--- config.mk ---
export PLATFORM = sky130hd
export DESIGN_NAME = burst_addr_seq
export DESIGN_NICKNAME = d
export VERILOG_FILES = /design/src/rtl/burst_seq_pkg.sv /design/src/rtl/burst_load_ctl.sv /design/src/rtl/burst_base_reg.sv /design/src/rtl/burst_beat_cnt.sv /design/src/rtl/burst_order_map.sv /design/src/rtl/burst_addr_seq.sv
export SDC_FILE = /design/constraint.sdc
export NUM_CORES = 1
export LEC_CHECK = 0
export BUFFER_PORTS_ARGS = -buffer_cell sky130_fd_sc_hd__buf_4
export CORE_MARGIN = 4
export CORE_UTILIZATION = 48
export CTS_CLUSTER_SIZE = 28
export DETAILED_ROUTE_END_ITERATION = 16
export PLACE_DENSITY = 0.82
export SYNTH_ARGS = -nofsm -noshare
export SYNTH_HDL_FRONTEND = slang
export SYNTH_SLANG_ARGS = --single-unit
--- constraint.sdc ---
create_clock -name clk -period 1.7 [get_ports clk]
set_input_delay 0.17 -clock clk [delete_from_list [all_inputs] [get_ports clk]]
set_output_delay 0.17 -clock clk [all_outputs]
set_load 0.01 [all_outputs]
--- src/rtl/burst_seq_pkg.sv ---
package burst_seq_pkg;
  typedef enum logic {
    ORDER_LINEAR = 1'b0,
    ORDER_ILV    = 1'b1
  } burst_order_e;
endpackage

--- src/rtl/burst_load_ctl.sv ---
module burst_load_ctl (
  input  logic cpu_start_n,
  input  logic ctl_start_n,
  input  logic prim_sel_n,
  input  logic step_n,
  output logic load,
  output logic step
);
  logic cpu_ok;

  always_comb begin
    cpu_ok = ~cpu_start_n & ~prim_sel_n;
    load   = cpu_ok | ~ctl_start_n;
    step   = ~load & ~step_n;
  end

  // a load always wins over a step
  always_comb begin
    if (load) a_r6_load_beats_step: assert (!step);
  end
endmodule

--- src/rtl/burst_base_reg.sv ---
module burst_base_reg #(
  parameter int ADDR_W = 16
) (
  input  logic              clk,
  input  logic              rst_n,
  input  logic              load,
  input  logic [ADDR_W-1:0] ext_addr,
  output logic [ADDR_W-1:0] base_q
);
  logic [ADDR_W-1:0] base_d;

  always_comb begin
    base_d = base_q;
    if (load) base_d = ext_addr;
  end

  always_ff @(posedge clk or negedge rst_n) begin
    if (!rst_n) base_q <= '0;
    else        base_q <= base_d;
  end

  a_r8_base_held: assert property (@(posedge clk) disable iff (!rst_n)
    !load |=> $stable(base_q));
endmodule

--- src/rtl/burst_beat_cnt.sv ---
module burst_beat_cnt #(
  parameter int BEAT_W = 2
) (
  input  logic              clk,
  input  logic              rst_n,
  input  logic              load,
  input  logic              step,
  output logic [BEAT_W-1:0] beat_q
);
  localparam logic [BEAT_W-1:0] LAST = {BEAT_W{1'b1}};
  localparam logic [BEAT_W-1:0] ONE  = {{(BEAT_W-1){1'b0}}, 1'b1};

  logic [BEAT_W-1:0] beat_d;

  always_comb begin
    beat_d = beat_q;
    if (load)      beat_d = '0;
    else if (step) beat_d = beat_q + ONE;
  end

  always_ff @(posedge clk or negedge rst_n) begin
    if (!rst_n) beat_q <= '0;
    else        beat_q <= beat_d;
  end

  a_r7_suspend_holds: assert property (@(posedge clk) disable iff (!rst_n)
    (!load && !step) |=> $stable(beat_q));
  a_r9_wrap_to_first: assert property (@(posedge clk) disable iff (!rst_n)
    (!load && step && beat_q == LAST) |=> beat_q == '0);
endmodule

--- src/rtl/burst_order_map.sv ---
module burst_order_map
  import burst_seq_pkg::*;
#(
  parameter int BEAT_W = 2
) (
  input  burst_order_e      order,
  input  logic [BEAT_W-1:0] start,
  input  logic [BEAT_W-1:0] beat,
  output logic [BEAT_W-1:0] low
);
  logic [BEAT_W-1:0] ilv;
  logic [BEAT_W-1:0] lin;

  for (genvar b = 0; b < BEAT_W; b++) begin : g_ilv
    assign ilv[b] = start[b] ^ beat[b];
  end

  assign lin = start + beat;

  always_comb begin
    low = (order == ORDER_ILV) ? ilv : lin;
  end

  // the first beat is the start position in either order
  always_comb begin
    if (beat == '0) a_r1_first_beat_is_start: assert (low == start);
  end
endmodule

--- src/rtl/burst_addr_seq.sv ---
module burst_addr_seq
  import burst_seq_pkg::*;
#(
  parameter int ADDR_W = 16,
  parameter int BEAT_W = 2
) (
  input  logic              clk,
  input  logic              rst_n,
  input  logic              order_ilv,
  input  logic              cpu_start_n,
  input  logic              ctl_start_n,
  input  logic              prim_sel_n,
  input  logic              step_n,
  input  logic [ADDR_W-1:0] ext_addr,
  output logic [ADDR_W-1:0] cur_addr,
  output logic [BEAT_W-1:0] beat_idx
);
  logic              load;
  logic              step;
  logic [ADDR_W-1:0] base_q;
  logic [BEAT_W-1:0] low;
  burst_order_e      order;

  assign order = burst_order_e'(order_ilv);

  burst_load_ctl u_ctl (
    .cpu_start_n (cpu_start_n),
    .ctl_start_n (ctl_start_n),
    .prim_sel_n  (prim_sel_n),
    .step_n      (step_n),
    .load        (load),
    .step        (step)
  );

  burst_base_reg #(.ADDR_W(ADDR_W)) u_base (
    .clk      (clk),
    .rst_n    (rst_n),
    .load     (load),
    .ext_addr (ext_addr),
    .base_q   (base_q)
  );

  burst_beat_cnt #(.BEAT_W(BEAT_W)) u_beat (
    .clk    (clk),
    .rst_n  (rst_n),
    .load   (load),
    .step   (step),
    .beat_q (beat_idx)
  );

  burst_order_map #(.BEAT_W(BEAT_W)) u_map (
    .order (order),
    .start (base_q[BEAT_W-1:0]),
    .beat  (beat_idx),
    .low   (low)
  );

  assign cur_addr = {base_q[ADDR_W-1:BEAT_W], low};

  a_r3_ctl_load: assert property (@(posedge clk) disable iff (!rst_n)
    !ctl_start_n |=> (cur_addr == $past(ext_addr)) && (beat_idx == '0));
  a_r5_cpu_gated: assert property (@(posedge clk) disable iff (!rst_n)
    (!cpu_start_n && prim_sel_n && ctl_start_n && step_n)
      |=> $stable(cur_addr) && $stable(beat_idx));
  a_r8_upper_stable: assert property (@(posedge clk) disable iff (!rst_n)
    (ctl_start_n && (cpu_start_n || prim_sel_n))
      |=> $stable(cur_addr[ADDR_W-1:BEAT_W]));
endmodule

==> results of run 1 <==
## path summary, 6_finish.rpt
kind | depth (start not counted) | end
min in group asynchronous | 2 | u_base.base_q[5]$_DFFE_PN0P_
max in group asynchronous | 2 | u_base.base_q[2]$_DFFE_PN0P_
worst min register to register | 1 | u_base.base_q[2]$_DFFE_PN0P_
worst max-delay path | 4 | cur_addr[1]
worst min-delay path | 2 | u_base.base_q[7]$_DFFE_PN0P_
worst max register to register | 3 | u_beat.beat_q[1]$_DFFE_PN0P_
## area by class of cell
type / count / area share [%]
clock buffer: 3 / 2.020
multi-input combinational: 26 / 26.26
sequential: 18 / 40.40
tap: 25 / 2.806
timing repair buffer: 42 / 28.51
## kinds of logic after synthesis
family	Yosys count	synth area share, %
flip-flops	18	51.87
multiplexers	16	24.21
buffers and inverters	15	14.41
AND/OR/NAND/NOR	5	3.169
XOR/XNOR	3	3.026
AO/OA/AOI/OAI	1	1.874
adder cells (fa/ha/maj)	1	1.441
## registers in the layout (all words and copies together) (netlist names)
name	cells
u_base.base_q	16
u_beat.beat_q	2
## placed cells by master (no fill, tap or decap)
cell           instances
o21ai_4                1
dfrtp_1               18
nor2_1                 1
ha_1                   1
mux2_4                 8
nor3_1                 1
clkbuf_4               3
mux2_2                 8
dlygate4sd3_1          1
buf_4                 41
xnor2_1                3
nor2b_1                3
## metal layers
layer	global-route usage [%]	vias to the layer above	share of wire (%)
met5	0	-	0
met4	6.726	0	0.47
met3	2.374	2	4.7
met2	22.17	14	56
met1	16.28	232	39
li1	-	244	-
## report_power, final
| group | internal, mW | switching (mW) | leakage [nW] |
|---|---|---|---|
| clock network | 0.0821 | 0.116 | 0.0138 |
| logic | 0.146 | 0.0834 | 0.328 |
| registers | 0.469 | 0.0248 | 0.214 |
## critical path: stages (launching register included)
cell	delay (ns)
dfrtp_1	0.41
ha_1	0.20
nor2b_1	0.14
xnor2_1	0.13
buf_4	0.14
## timing repair
| action | in CTS | in global routing |
|---|---|---|
| hold endpoints to repair | 18 | 0 |
| hold buffers | 1 | 0 |
| setup buffers | 0 | 0 |
==> flow_summary.toml, run 1 <==
[route]
vias_per_cell = 4.316
dr.pass1.iters = 2
drc = 0
routed_wl_mm = 1.488
drtAntennaViolNets = 0
via_count = 492
wl_per_cell_um = 13.05
detail_route.iter0.violations = 3

[floorplan]
rows = 15
core-area_um2 = 1727
io_pins = 41
die_w_um = 50.53
dieArea_um2 = 2553
initial_core_util_pct = 50.29
die_height_um = 50.53

[cells_and_area]
fin_util_pct = 64.57
syn2layout_area_growth_pct = 28.39
instances_no_fill = 114
seq_area_um2 = 450.4
fillers = 154
antenna_cells = 0
final_cell_area_um2 = 1115
fin_nets = 115
drive_gt1_share_pct = 68.54
multi_input_area_um2 = 292.8

[worst_hold_path]
hold_class = "input port to flop"
min-delay-start = "ext_addr[7]"

[timing]
period_share_pct = 86.30
finalSetupViolCount = 0
skew_ns = 0.0003319
fin_ws_ns = 0.2329
holdWs_ns = 0.1103
max_freq_ghz = 0.6816
setup-tns-final_ns = 0
rsz0062_at_grt = "no"
relSlewSlack_pct = 82.69
hold_viol = 0
final.min_clock_period_ns = 1.467
worst_pin_slew_ns = 0.2596
maxSlewViolCount = 0

[synth]
seq_area_frac_synth_pct = 51.87
async_flop_share_pct = 100.0
synthCells = 59
synth.most_common_cell = "dfrtp_1"
syn-num-nets = 83
ys.flop_type = "dfrtp_1"
synth_top_area_share_pct = 51.87
syn_area_um2 = 868.3
yosysWarnings = 0
synth-edff-count = 0
ys_seq_elements = 18
synth_commonest_cells = "dfrtp_1, buf_4, mux2_2, mux2_4"
synth_area_per_cell_um2 = 14.72
yosys.cell_types.count = 11
synth_top_area_cell = "dfrtp_1"
synth.area.top_cells = "dfrtp_1, mux2_4, buf_4"

[pwr]
power_mw = 0.9219
power_density_nw_per_um2 = 827.0
ir_drop_mv = 0.5383
leakagePower_nw = 0.5556

[placement]
gp_congestion = 0.6860
hpwl_mm = 1.148
io_buffers = 40
place_area_um2 = 1082
pre_cts_slack_ns = 0.4871
place_inst = 110

[global_route]
grt_usage_pct = 13.24
antenna_found_initial = 0
grt.overflow.total = 0
grt_pass1_wl_mm = 2.525
grt_max_degree = 19
grt_pass1_vias = 550

[setup_path]
critPathMaxFanout = 4
worstSetupStartpoint = "u_beat.beat_q[0]$_DFFE_PN0P_"
arrival_ns = 1.30
r2r-start = "u_beat.beat_q[0]$_DFFE_PN0P_"
required_ns = 1.53
start_kind = "flop"
reg2reg_slack_ns = 0.77
endpoint_kind = "output port"
path_class = "flop to output port"

[flow_run]
cap_violations = 0

[clock_network]
cts_root_buf = "clkbuf_4"
clk_pin_slew_ns = 0.09
numCtsBuffers = 3
clock_path_buffers = 2
clock_latency_ns = 0.28
tritoncts = "done"
ctsResizeCount = 0
clock_sinks = 18
h-tree-depth = 1

[outcome]
status = "finished clean"
(Power assumes the default switching activity.)
==> run 2, diff against run 1 <==
--- a/config.mk
+++ b/config.mk
@@ -5,6 +5,7 @@
 export SDC_FILE = /design/constraint.sdc
 export NUM_CORES = 1
 export LEC_CHECK = 0
+export ABC_AREA = 1
 export BUFFER_PORTS_ARGS = -buffer_cell sky130_fd_sc_hd__buf_4
 export CORE_MARGIN = 4
 export CORE_UTILIZATION = 48
==> run 2 against run 1 <==
  * Synthesized area grew 3.6%
  * First-iteration DRC count increased by 130%
  * Wire length grew 16%
  * Total power rose by 4.1%
  * Sequential cell count did not move
  * Global-route usage is 0.86 points higher
  * Final area rose by 3.1%
  * Final cell count up 44%
==> flow_summary.toml, run 2 <==
[outcome]
status = "finished clean"

[worst_hold_path]
worstHoldPathCells = 3
hold_class = "input port to flop"
min_to = "u_base.base_q[7]$_DFFE_PN0P_"
min-delay-start = "ext_addr[7]"

[global_route]
grt.overflow.total = 0
grt_pass1_wl_mm = 2.829
grt_max_degree = 19
grt_pass1_vias = 714
antenna_found_initial = 0
grt_usage_pct = 14.11

[flow_run]
cap_violations = 0

[clock_network]
cts_root_buf = "clkbuf_4"
clk_pin_slew_ns = 0.10
clock_path_buffers = 2
numCtsBuffers = 3
h-tree-depth = 1
clock_latency_ns = 0.28
clock_sinks = 18
tritoncts = "done"
postCtsSetupBuffers = 0

[cells_and_area]
instances_no_fill = 164
drive_gt1_share_pct = 34.53
fillers = 156
largest_register_ffs = 16
mostFrequentLayoutCells = "nand2_1, buf_4, dfrtp_1"
regMostFlops = "u_base.base_q"
fin_nets = 164
reg_top3 = "u_base.base_q: 16 flops, u_beat.beat_q: 2 flops"
syn2layout_area_growth_pct = 27.82
fin_util_pct = 65.88
final_common_cell = "nand2_1"
antenna_cells = 0

[placement]
place_inst = 159
io_buffers = 40
hpwl_mm = 1.345
gp_congestion = 0.7083

[pwr]
power_mw = 0.9596
leakagePower_nw = 0.6591
ir_drop_mv = 0.5644
power_density_nw_per_um2 = 834.5

[timing]
final.min_clock_period_ns = 1.467
worst_pin_slew_ns = 0.4466
rsz0062_at_grt = "no"
finalSetupViolCount = 0
skew_ns = 0.0001565
maxSlewViolCount = 0
max_freq_ghz = 0.6817
setup-tns-final_ns = 0
relSlewSlack_pct = 70.12
period_share_pct = 86.29
hold_viol = 0
holdWs_ns = 0.07887

[setup_path]
required_ns = 1.53
arrival_ns = 1.30
start_kind = "flop"
endpoint_kind = "output port"
r2r_cells = 4
path_class = "flop to output port"
r2r-start = "u_beat.beat_q[1]$_DFFE_PN0P_"
reg2reg_slack_ns = 0.90
critPathMaxFanout = 5
r2r_end = "u_beat.beat_q[1]$_DFFE_PN0P_"

[route]
vias_per_cell = 4.384
wl_per_cell_um = 10.55
dr.pass1.iters = 4
drc = 0
routed_wl_mm = 1.730
drtAntennaViolNets = 0
via_count = 719
detail_route.iter0.violations = 7

[synth]
syn-num-nets = 134
yosys.cell_types.count = 14
synth_area_per_cell_um2 = 8.178
ys_seq_elements = 18
async_flop_share_pct = 100.0
synth_top_area_share_pct = 50.07
ys.flop_type = "dfrtp_1"
seq_area_frac_synth_pct = 50.07
synth.most_common_cell = "nand2_1"
syn_area_um2 = 899.6
synthCells = 110
synth_commonest_cells = "nand2_1, dfrtp_1, buf_4"
synth.area.top_cells = "dfrtp_1, nand2_1, buf_4"
synth-edff-count = 0
synth_top_area_cell = "dfrtp_1"
yosysWarnings = 0

[floorplan]
dieArea_um2 = 2631
die_w_um = 51.29
io_pins = 41
rows = 15
core-area_um2 = 1745
initial_core_util_pct = 51.54
die_height_um = 51.29
run 2: worst max-delay path by stage:
stage / endpoint / slack, ns / start / cells after the start
detailed placement: cur_addr[1] / 0.54 / u_beat.beat_q[0]$_DFFE_PN0P_ / 6
finish: cur_addr[1] / 0.23 / u_beat.beat_q[0]$_DFFE_PN0P_ / 6
global placement: cur_addr[1] / 0.57 / u_beat.beat_q[0]$_DFFE_PN0P_ / 6
CTS: cur_addr[1] / 0.21 / u_beat.beat_q[0]$_DFFE_PN0P_ / 6
global route: cur_addr[1] / 0.09 / u_beat.beat_q[0]$_DFFE_PN0P_ / 7
floorplan: cur_addr[1] / 0.63 / u_beat.beat_q[0]$_DFFE_PN0P_ / 6
run 2: routing by layer:
layer,up-vias,share of wire (%),track usage [%]
met5,-,0,0
met4,0,0,5.240
met3,0,3.5,1.166
met2,14,57,29.40
met1,331,40,13.99
li1,374,-,-
run 2: per-stage QoR:
step | instance area, µm² | setup slack, ns
finish | 1150 | 0.2331
global route | 1150 | 0.09277
CTS | 1150 | 0.2134
detailed placement | 1104 | 0.5402
global placement | 1104 | 0.5715
floorplan | 899.6 | 0.6305
run 2: timing repair:
item                      4_1_cts  5_1_grt
hold endpoints to repair       18        0
gates resized for setup         0        0
hold buffers                    1        0
run 2: cell families (layout without fill, tap and decap cells):
| logic type | after synthesis | after routing | share of synthesized area (%) |
|---|---|---|---|
| flip-flops | 18 | 18 | 50.07 |
| adder cells (fa/ha/maj) | 1 | 1 | 1.391 |
| AO/OA/AOI/OAI | 2 | 2 | 2.364 |
| AND/OR/NAND/NOR | 65 | 65 | 28.65 |
| buffers and inverters | 24 | 53 | 17.52 |
run 2: where the power goes:
part / internal [mW] / leakage, nW / switching (mW)
sequential: 0.467 / 0.220 / 0.0227
combinational: 0.112 / 0.418 / 0.103
clock: 0.130 / 0.0210 / 0.125
run 2: worst max-delay path: stages (launching register included):
cell     delay (ns)
dfrtp_1        0.43
ha_1           0.22
nand2_1        0.07
nand3_1        0.07
nand2_1        0.06
inv_1          0.04
buf_4          0.13
run 2: layout make-up:
type / instances / area (µm²) / area share (%)
Clock buffer: 4 / 36.28 / 3.156
Timing Repair Buffer: 41 / 310.3 / 26.99
Multi-Input combinational cell: 68 / 291.5 / 25.35
Sequential cell: 18 / 450.4 / 39.17
Inverter: 8 / 30.03 / 2.612
Tap cell: 25 / 31.28 / 2.720
